$ cat src/rtl/bw_dual_mac.sv
module bw_dual_mac #(
  parameter int W = 12
) (
  input  logic             clk,
  input  logic             rst_n,
  input  logic             valid_in,
  input  logic             sub,
  input  logic [W-1:0]     a,
  input  logic [W-1:0]     b,
  input  logic [W-1:0]     c,
  input  logic [W-1:0]     d,
  output logic             valid_out,
  output logic [2*W-1:0]   y
);
  localparam int MW  = W - 1;
  localparam int OW  = 2 * W;
  localparam int NSL = (W - 2) / 2;
  localparam int NPH = NSL + 2;
  localparam int N0  = 2 * NPH;
  localparam int N1  = (N0 + 1) / 2;
  localparam int N2  = (N1 + 1) / 2;
  localparam int N3  = (N2 + 1) / 2;
  localparam int LAT = 5;

  typedef logic [OW-1:0] word_t;
  typedef word_t [NPH-1:0] ppv_t;

  function automatic word_t zx(input logic [MW-1:0] v);
    return {{(OW-MW){1'b0}}, v};
  endfunction

  function automatic ppv_t gen_pp(input logic [W-1:0] x, input logic [W-1:0] ysm,
                                  input logic flip);
    ppv_t p;
    logic s, xs;
    logic [MW-1:0] bt, xl;
    s  = ysm[W-1] ^ flip;
    bt = ysm[MW-1:0] ^ {MW{s}};
    xl = x[MW-1:0];
    xs = x[W-1];
    for (int k = 0; k < NSL; k++)
      p[k] = (zx(xl) * {{(OW-2){1'b0}}, bt[2*k +: 2]}) << (2*k);
    // top magnitude row plus sign-by-sign term
    p[NSL] = ((bt[MW-1] ? zx(xl) : word_t'(0)) << (MW-1))
           + ({{(OW-1){1'b0}}, xs & s} << (OW-2));
    // negative components and the conversion increment
    p[NSL+1] = ((~zx(xl & {MW{s}}) + 1'b1) << MW)
             + ((~zx(bt & {MW{xs}}) + 1'b1) << MW)
             + (s ? {{(OW-W){x[W-1]}}, x} : word_t'(0));
    return p;
  endfunction

  logic [N0-1:0][OW-1:0] pp_all;
  assign pp_all = {gen_pp(c, d, sub), gen_pp(a, b, 1'b0)};

  logic [LAT-1:0] vpipe;
  word_t s0 [N0];
  word_t s1 [N1];
  word_t s2 [N2];
  word_t s3 [N3];

  always_ff @(posedge clk) begin
    if (!rst_n) begin
      vpipe <= '0;
      for (int i = 0; i < N0; i++) s0[i] <= '0;
      for (int i = 0; i < N1; i++) s1[i] <= '0;
      for (int i = 0; i < N2; i++) s2[i] <= '0;
      for (int i = 0; i < N3; i++) s3[i] <= '0;
      y <= '0;
    end else begin
      vpipe <= {vpipe[LAT-2:0], valid_in};
      for (int i = 0; i < N0; i++) s0[i] <= pp_all[i];
      for (int i = 0; i < N1; i++) begin
        if (2*i + 1 < N0) s1[i] <= s0[2*i] + s0[2*i+1];
        else              s1[i] <= s0[2*i];
      end
      for (int i = 0; i < N2; i++) begin
        if (2*i + 1 < N1) s2[i] <= s1[2*i] + s1[2*i+1];
        else              s2[i] <= s1[2*i];
      end
      for (int i = 0; i < N3; i++) begin
        if (2*i + 1 < N2) s3[i] <= s2[2*i] + s2[2*i+1];
        else              s3[i] <= s2[2*i];
      end
      y <= s3[0] + s3[1];
    end
  end

  assign valid_out = vpipe[LAT-1];
endmodule

$ cat config.mk
export PLATFORM = sky130hd
export DESIGN_NAME = bw_dual_mac
export DESIGN_NICKNAME = d
export VERILOG_FILES = /design/src/rtl/bw_dual_mac.sv
export SDC_FILE = /design/constraint.sdc
export NUM_CORES = 1
export LEC_CHECK = 0
export BUFFER_PORTS_ARGS = -buffer_cell sky130_fd_sc_hd__buf_2
export CAP_MARGIN = 15
export CORE_UTILIZATION = 55
export CTS_BUF_LIST = sky130_fd_sc_hd__clkbuf_2 sky130_fd_sc_hd__clkbuf_4 sky130_fd_sc_hd__clkbuf_8
export DETAILED_ROUTE_END_ITERATION = 12
export PLACE_DENSITY_LB_ADDON = 0.15
export SLEW_MARGIN = 20
export SYNTH_ARGS = -nofsm -noshare
export SYNTH_HDL_FRONTEND = slang
export SYNTH_SLANG_ARGS = --single-unit
$ cat constraint.sdc
create_clock -name clk -period 4.4 [get_ports clk]
set_clock_uncertainty 0.1 [all_clocks]
set_input_delay 0.44 -clock clk [delete_from_list [all_inputs] [get_ports clk]]
set_output_delay 0.44 -clock clk [all_outputs]
set_load 0.005 [all_outputs]
# Word level (Yosys, flattened, before mapping)
# Memory sizes are Yosys's and may differ from the RTL's.
# Index checks and enable logic that the tools add are counted.
# Widths: inputs -> output; s select.
[classes]
add_sub_neg = 23
n_mul = 10
div = 0
n_lt_le_gt_ge = 0
n_eq_ne = 0
shift = 0
muxes = 33
bitwise_logic = 40
n_reduce_logical = 0
[op_table]
columns = ["operator", "count"]
rows = [
  ["$mux 24", 29],
  ["$add 24x24->24", 17],
  ["$mul 11x2->13", 10],
  ["$add 13x1->13 const B", 4],
  ["$not 11->13", 4],
  ["$add 21x23->24", 2],
  ["$and 11x11->11", 4],
  ["$or 1x1->1", 27],
  ["$mux 11", 2],
  ["$xor 11x11->11", 2],
  ["$and 1x1->1", 2],
  ["$mux 1", 2],
  ["$xor 1x1->1", 1],
]
[totals]
reg_bits = 29
latchBits = 0
mem_bits_rw = 648
mem_bits_ro = 0
inputBits = 52
output_inout_bits = 25
elab_cells = 112
memories = 4
[mem_list]
columns = ["memory", "depth", "width", "rd", "rd_clocked_by_memory_dff", "write_ports", "line_no", "source"]
rows = [
  ["s0", 14, 24, 14, 0, 14, "57", "word_t s0 [N0];"],
  ["s1", 7, 24, 7, 0, 7, "58", "word_t s1 [N1];"],
  ["s2", 4, 24, 4, 0, 4, "59", "word_t s2 [N2];"],
  ["s3", 2, 24, 2, 0, 2, "60", "word_t s3 [N3];"],
]

# Depth between registers and ports, before layout
# Gate-level depths: netlist of run 1.
[depth]
word_depth = 8
mapped_depth = 22

# Worst setup path after synthesis of run 1
# No wires, ideal clock.
[synth_path]
path_type = "input-to-reg"
start = "in sub"
end = "mem s0[1][142] (netlist bit)"
setup_time_ns = 0.128
t_arrival_ns = 4.472
slack_ns = -0.300
stages = 18
path_buffers = 3
cell_sequence = "xnor2_1 -> buf_2 -> buf_2 -> xnor2_1 -> clkbuf_1 -> nand2_1 -> ha_1 -> xnor2_1 -> fa_1 -> inv_1 -> fa_1 -> a21o_1 -> a21oi_1 -> o21bai_1 -> a2111o_1 -> a41oi_1 -> xor2_1 -> nor2_1"
[synth_lines]
columns = ["element", "line_no", "source"]
rows = [
  ["start, declared", "7", "input logic sub,"],
  ["end, declared", "57", ""],
]

==> metrics, run 1 <==
status finished with violations; failing checks DRC; gr ovfl total 0; Adder-Cell Fraction of Synth Area 16.4%; # IOs 77; Worst path max stage delay around 0.47 ns; Max Freq 271 MHz; first-pass GRT wire length 115000 um; max_cap viols 0; Die Ht 234 um; syn nets 3894; vias in the first global route between 20000 and 25000; Layout Cells excl Fill roughly 4300; worst path cell trace buf_2, xnor2_4, xnor2_1, nand2_1, ha_1, inv_1, nor3_1, a221oi_2, xor2_1, fa_1, inv_1, ha_1, a21oi_1, nor2b_1, a311oi_1, buf_4, xor2_1, nor2_1; Crit Path Max Fanout 6; number of synthesized flops with an enable pin 0; # nets final between 3000 and 4000; Initial Util 56.0%; Synth Register Bits approximately 500; TritonCTS Buffers 81; Sw Ratio approximately a third; worst-case clock buffer depth 3; vias post-DR between 20000 and 25000; routed len/inst approximately 16 um; Place WS 0.0658 ns; routed wire length 70900 um; Worst VDD drop 0.000265 V; P_leak about 0.015 uW; worst-path cell with the longest stage delay fa_1; commonest non-fill, non-tap cell in the layout dfxtp_1; post-synth cell types 87; ys flop type dfxtp_1; CP Class in2reg; Synth Area in Compound Gates 15.6%; # Post-CTS Setup Buffers 0; CTS tree built; fraction of the mapped netlist area in simple logic gates roughly 23%; max-slew violations 0; num rows 84; CORE AREA 0.0530 mm2; Comb pwr share roughly 30%; mapped cell area 0.0297 mm2; commonest non-fill, non-tap cells in the layout dfxtp_1 (496), nor2_1 (339), ha_1 (310), and2_1 (286), nand2_1 (223); WL met3 2870 um; Total GRT Usage 26.1%; ys async rst share 0%; PwrDens 421 mW/mm2; HP Class in2reg; Max-slew headroom approximately 36%; Met2 Routed Length 32100 um; net switching power figure between 4000 and 5000 uW; Crit path max-delay family adder cells; worst path arrival time 4.10 ns; Initial DRT Pass Iterations 9; DR iter-0 viols 1434; RSZ-0062 raised after global routing no; FILL cells around 4600; DR top layer met4; Period minus WS final 3.68 ns; setup TNS 0 ns; Clock power frac 30.8%; CTS clk-pin slew, worst paths 0.06 ns; Syn Area/Cell 8.52 um2; final setup fails 0; DR DRC count 12; Via density 5.59; Critical Path RT between 4 and 5 ns; Die X 234 um; share of the synthesized area in the top cell type between 30% and 40%; slew of the pin with the lowest slew margin 0.960 ns; Synth warnings 0; largest net degree at the start of global routing 150; share of layout cells above drive strength 1 8.49%; Sequential Power Share between 30% and 40%; mux cell area share after synthesis 1.42%; H-tree levels 3; Final WS setup 0.716 ns; CTS sink cnt between 400 and 500; Final HPWL DP 53000 um; wl on met1 34300 um; Final ANT Viol Nets 0; internal power 9210 uW; CP bufs+invs 4; Synth area leader dfxtp_1; Worst setup EP type flip-flop; synthesized instance count 3483; xor-xnor portion of the synthesized cell area 5.58%; Clock Latency Late Sink 0.67 ns; sequential share of the synthesized area 33.5%; clock root cell clkbuf_8; full die area 0.0549 mm2; largest family of logic cells by synthesized area simple AND/OR/NAND/NOR gates; I/O Buffers 76; initial antenna violation count 4; top post-synthesis cells by area dfxtp_1 (33%), ha_1 (13%), and2_1 (6.0%); Tcrit/Tclk final 83.7%; Final Hold Viols 0; Placer Congestion 0.918; Worst Setup Start Kind input pin; placed instance count between 4000 and 5000; area grow syn2layout 9.88%
-- worst paths after layout --
path	endpoint	slack (ns)	cells past startpoint	startpoint
worst max-delay path	s0[1][141]	0.72	18	sub
worst min-delay path	s0[1][109]	0.07	2	c[3]
worst max register to register	s2[1][22]	1.61	8	s1[1][10]
worst min register to register	s2[3][0]	0.33	1	s1[3][0]
-- final cells by class --
type	count	area, um2	share of cell area [%]
Antenna cell	3	7.51	0.0230
Clock buffer	113	1460	4.46
Clock inverter	29	288	0.883
Inverter	212	803	2.46
Multi-Input combinational cell	2641	18500	56.6
Sequential cell	496	9930	30.5
Tap cell	688	861	2.64
Timing Repair Buffer	127	797	2.45
-- registers in the layout, indices dropped and copies added (netlist names) --
register  cells
s0          202
s1          127
s2           90
s3           48
vpipe         5
y            24
-- what timing repair did --
item | CTS | global route
setup endpoints to repair | 0 | 0
hold buffers | 1 | 0
gates resized for setup | 0 | 0
endpoints found under the hold margin | 1 | 0
-- metal layers --
metal  vias to the layer above  global-route usage, %
li1                      12187                      -
met5                         -                      0
met1                     11310                   35.6
met2                       493                   42.5
met4                         0                   8.66
met3                       111                   3.37
-- power groups by stage --
stage / clock, uW / combinational (uW) / sequential, uW
floorplan: 0 / 3050 / 5380
global placement: 0 / 3910 / 5490
detailed placement: 0 / 4000 / 5500
CTS: 4340 / 4050 / 5410
global route: 4560 / 4580 / 5460
finish: 4230 / 4070 / 5410
-- per-stage QoR --
step / utilization [%] / hold slack [ns] / total power [uW] / cell area [um2]
floorplan: - / 0.312 / 8430 / 29700
global placement: 58.2 / 0.314 / 9400 / 30800
detailed placement: 58.2 / 0.318 / 9510 / 30800
CTS: 61.5 / 0.00683 / 13800 / 32600
global route: 61.5 / 0.0527 / 14600 / 32600
finish: 61.5 / 0.0683 / 13700 / 32600
-- synth_stat cells (5+ instances only) --
cell type    n
or4_1        5
a32o_1       6
a21oi_1    185
ha_1       310
a41oi_1      5
o31a_1      11
o31ai_1     22
a21o_1      78
nand3b_1     7
nor4_1      13
nor2b_1     54
nor2_1     339
o21ai_0    137
o211ai_1    12
o22ai_1     13
nand3_1     75
and2_1     286
a21boi_0    25
xnor2_1     94
o21bai_1     7
buf_2        5
nand2_1    223
clkbuf_1   123
o21ai_1     22
nor3b_1     23
a211oi_1    25
buf_1        5
a31oi_1     24
dfxtp_1    496
inv_1      212
or2_2       12
nand2b_1    49
o21a_1      55
o41ai_1     15
nor3_1     126
mux2i_1     42
nand4_1     23
or3_1       30
xor2_1      95
fa_1        49
and3_1      66
-- kinds of logic after synthesis --
group,count (synthesis)
AOI/OAI and AO/OA,707
xor gates and xnor gates,189
adders and majority gates,359
buffers and inverters,346
DFF,496
muxes,42
and+or+nand+nor,1344
-- worst reg2reg max path, stage by stage (launching register included) --
cell     delay (ns)
dfxtp_1        0.32
ha_1           0.34
nor2b_1        0.17
o21a_1         0.18
o21ai_1        0.26
a21oi_1        0.15
o41ai_1        0.55
o21ai_1        0.18
mux2i_1        0.41
(Power assumes the default switching activity.)
==> inputs of run 2 (changes only) <==
ABC_AREA = 1   (was unset)
clock period = 3.1 ns   (was 4.4 ns; I/O delays follow)
==> metrics, run 2 <==
Worst path max stage delay 0.61 ns (+0.14 ns); met3 Track Usage GR 4.85% (+1.5 points); Die Ht 237 um (+1.3%); GRT Max-Usage Layer met2; Placed Instance Area 0.0329 mm2 (+6.7%); slew of the pin with the lowest slew margin 0.803 ns (-0.157 ns); Final WS setup 0.152 ns (-0.564 ns); Final Hold Viols 0 (unchanged); Layout Cells excl Fill 5333 (+24%); synthesized instance count 4311 (+24%); # IOs 77 (unchanged); CORE AREA 0.0542 mm2 (+2.4%); DR DRC count 0 (-12); setup TNS 0 ns (unchanged); full die area 0.0563 mm2 (+2.7%); share of the synthesized area in the top cell type 32.6% (-0.88 points); Crit Path Max Fanout 3 (-3); routed wire length 80200 um (+13%); placed instance count 5164 (+24%); Period minus WS final 2.95 ns; max-slew violations 0 (unchanged); Initial DRT Pass Iterations 6 (-3); vias post-DR 28354 (+18%); share of layout cells above drive strength 1 11.2% (+2.7 points); worst-case clock buffer depth 3 (unchanged); Sequential Power Share 37.8% (-1.6 points); vias in the first global route 26419 (+14%); mapped cell area 0.0305 mm2 (+2.7%); CP Class in2reg; final setup fails 0 (unchanged); Worst VDD drop 0.000389 V (+47%); Clock Latency Late Sink 0.67 ns (about the same); Max-slew headroom 46.5% (+11 points); max reg flops 202 (unchanged); initial antenna violation count 1 (-3); HP Start c[3]; Initial Util 56.2% (+0.16 points); # nets final 4984 (+26%); Sw Ratio 33.5% (+0.72 points); worst reg2reg path endpoint s3[0][16]; RR Startpoint s2[1][0]; num rows 85 (+1.2%); net switching power figure 6780 uW (+51%); Clock power frac 32.1% (+1.3 points); Placer Congestion 0.953 (+3.9%); worst path cell trace dlygate4sd3_1, nand2_4, nand3_2, a21oi_2, nand4_1, xor2_2, fa_1, inv_1, ha_4, inv_1, o21bai_1, nor2_2, or2_4, nand4_1, nand3_1, nand2_1, nor2_1; H-tree levels 3 (unchanged); GR Util met1 39.1% (+3.5 points); routed len/inst 15.0 um (-8.6%); Worst Setup Start Kind input pin; ys async rst share 0% (unchanged); syn nets 4722 (+21%); M2 GR Usage 45.6% (+3.1 points); Place WS -0.356 ns (-0.422 ns); CTS tree built; Critical Path RT 3.55 ns (-1.27 ns); Regs by FF count s0 x202, s1 x127, s2 x90; CTS clk-pin slew, worst paths 0.06 ns (about the same); Syn Area/Cell 7.06 um2 (-17%); HP Class in2reg; CP Launch Point a[1]; first-pass GRT wire length 130000 um (+13%); internal power 13400 uW (+46%); worst reg-to-reg setup slack 0.33 ns (-1.28 ns); status completed; clock root cell clkbuf_8; Synth warnings 0 (unchanged); commonest non-fill, non-tap cell in the layout nand2_1; Max Freq 339 MHz; Final ANT Viol Nets 0 (unchanged); Final Cell Area 0.0353 mm2 (+8.2%); Top reg by flops s0; Worst setup EP type flip-flop; TritonCTS Buffers 82 (+1.2%); max_cap viols 0 (unchanged); Final HPWL DP 61900 um (+17%); worst path arrival time 3.40 ns (-0.70 ns); commonest non-fill, non-tap cells in the layout nand2_1 (734), inv_1 (595), nor2_1 (569), a21oi_1 (526), dfxtp_1 (496); Synth area leader dfxtp_1; area grow syn2layout 15.8%; largest net degree at the start of global routing 84 (-44%); count leader, synth nand2_1; top post-synthesis cells by area dfxtp_1 (33%), ha_1 (13%), nand2_1 (9.1%); post-synth cell types 49 (-44%); P_leak 0.0179 uW (+18%); end of the critical path s0[0][167]; CTS sink cnt 496 (unchanged); ys flop type dfxtp_1; Synth Register Bits 496 (unchanged); Commonest cells post-synth nand2_1 (742), inv_1 (603), nor2_1 (575); Power, Total 20200 uW (+48%); Via density 5.32 (-4.9%); Comb pwr share 30.1% (+0.4 points); Total GRT Usage 28.6% (+2.5 points); Reg2Reg Depth 12 (+4); gr ovfl total 0 (unchanged); Tcrit/Tclk final a little over nine tenths; DR iter-0 viols 1984 (+38%); I/O Buffers 76 (unchanged); Die X 237 um (+1.3%); number of synthesized flops with an enable pin 0 (unchanged); PwrDens 573 mW/mm2 (+36%); worst-path cell with the longest stage delay dlygate4sd3_1; sequential share of the synthesized area 32.6% (-0.88 points)
run 2: cell types whose count changed in the layout (fill, tap and decap cells not counted), sizes merged, moves of 99 or more:
cell,before,now
inv,217,608
nand2,223,756
nand3,75,174
nor2,339,584
o21ai,160,338
buf,126,258
and2,286,10
a21oi,186,538
run 2: kinds of logic after synthesis:
kind of cell	Yosys count	share of synthesized area [%]
simple gates	1645	22.3
xor+xnor	39	1.12
buf+inv	705	8.82
fa+ha+maj	359	16.0
flops	496	32.6
compound gates	1067	19.2
run 2: final cells by class:
| type | count | area (um2) |
|---|---|---|
| Timing Repair Buffer | 277 | 2040 |
| Fill cell | 4869 | 19000 |
| Clock inverter | 33 | 399 |
| Multi-Input combinational cell | 3110 | 18300 |
| Inverter | 606 | 2280 |
| Clock buffer | 114 | 1500 |
| Antenna cell | 1 | 2.50 |
| Tap cell | 696 | 871 |
| Sequential cell | 496 | 9930 |
run 2: repair_timing:
action | 4_1_cts | 5_1_grt
resized for setup | 0 | 51
buffers inserted | 0 | 6
endpoints found under the setup margin | 0 | 12
hold endpoints to repair | 73 | 0
hold buffers | 19 | 0
run 2: power by group through the flow:
stage	Sequential (uW)	Clock [uW]	Combinational, uW
finish	7640	6500	6090
global route	7690	6930	6910
CTS	7630	6630	5880
detailed placement	7760	0	5800
global placement	7760	0	5740
floorplan	7560	0	4060
run 2: worst min-delay path by stage:
stage	depth (start not counted)	endpoint	slack (ns)
floorplan	2	s1[0][0]	0.29
global placement	2	s2[3][0]	0.30
detailed placement	2	s2[3][12]	0.29
CTS	3	s0[0][132]	0.002
global route	3	s0[0][132]	0.04
finish	4	s0[1][109]	0.05
run 2: metal layers:
metal	vias to the layer above	part of all wire, %
met5	-	0
met4	0	2.6
met2	771	44
li1	14721	-
met1	12719	47
met3	143	6.6
run 2: worst max-delay path: cells and delay by family:
kind / cells / cell delay (ns)
AO/OA/AOI/OAI: 2 / 0.30
adder cells (fa/ha/maj): 2 / 0.78
AND/OR/NAND/NOR: 9 / 1.03
XOR/XNOR: 1 / 0.24
buffers and inverters: 3 / 0.72
run 2: through the flow:
stage,hold WS (ns),utilization (%)
2_1_floorplan,0.290,-
3_3_place_gp,0.296,60.7
3_5_place_dp,0.295,60.7
4_1_cts,0.00153,64.5
5_1_grt,0.0409,65.0
6_report,0.0509,65.0
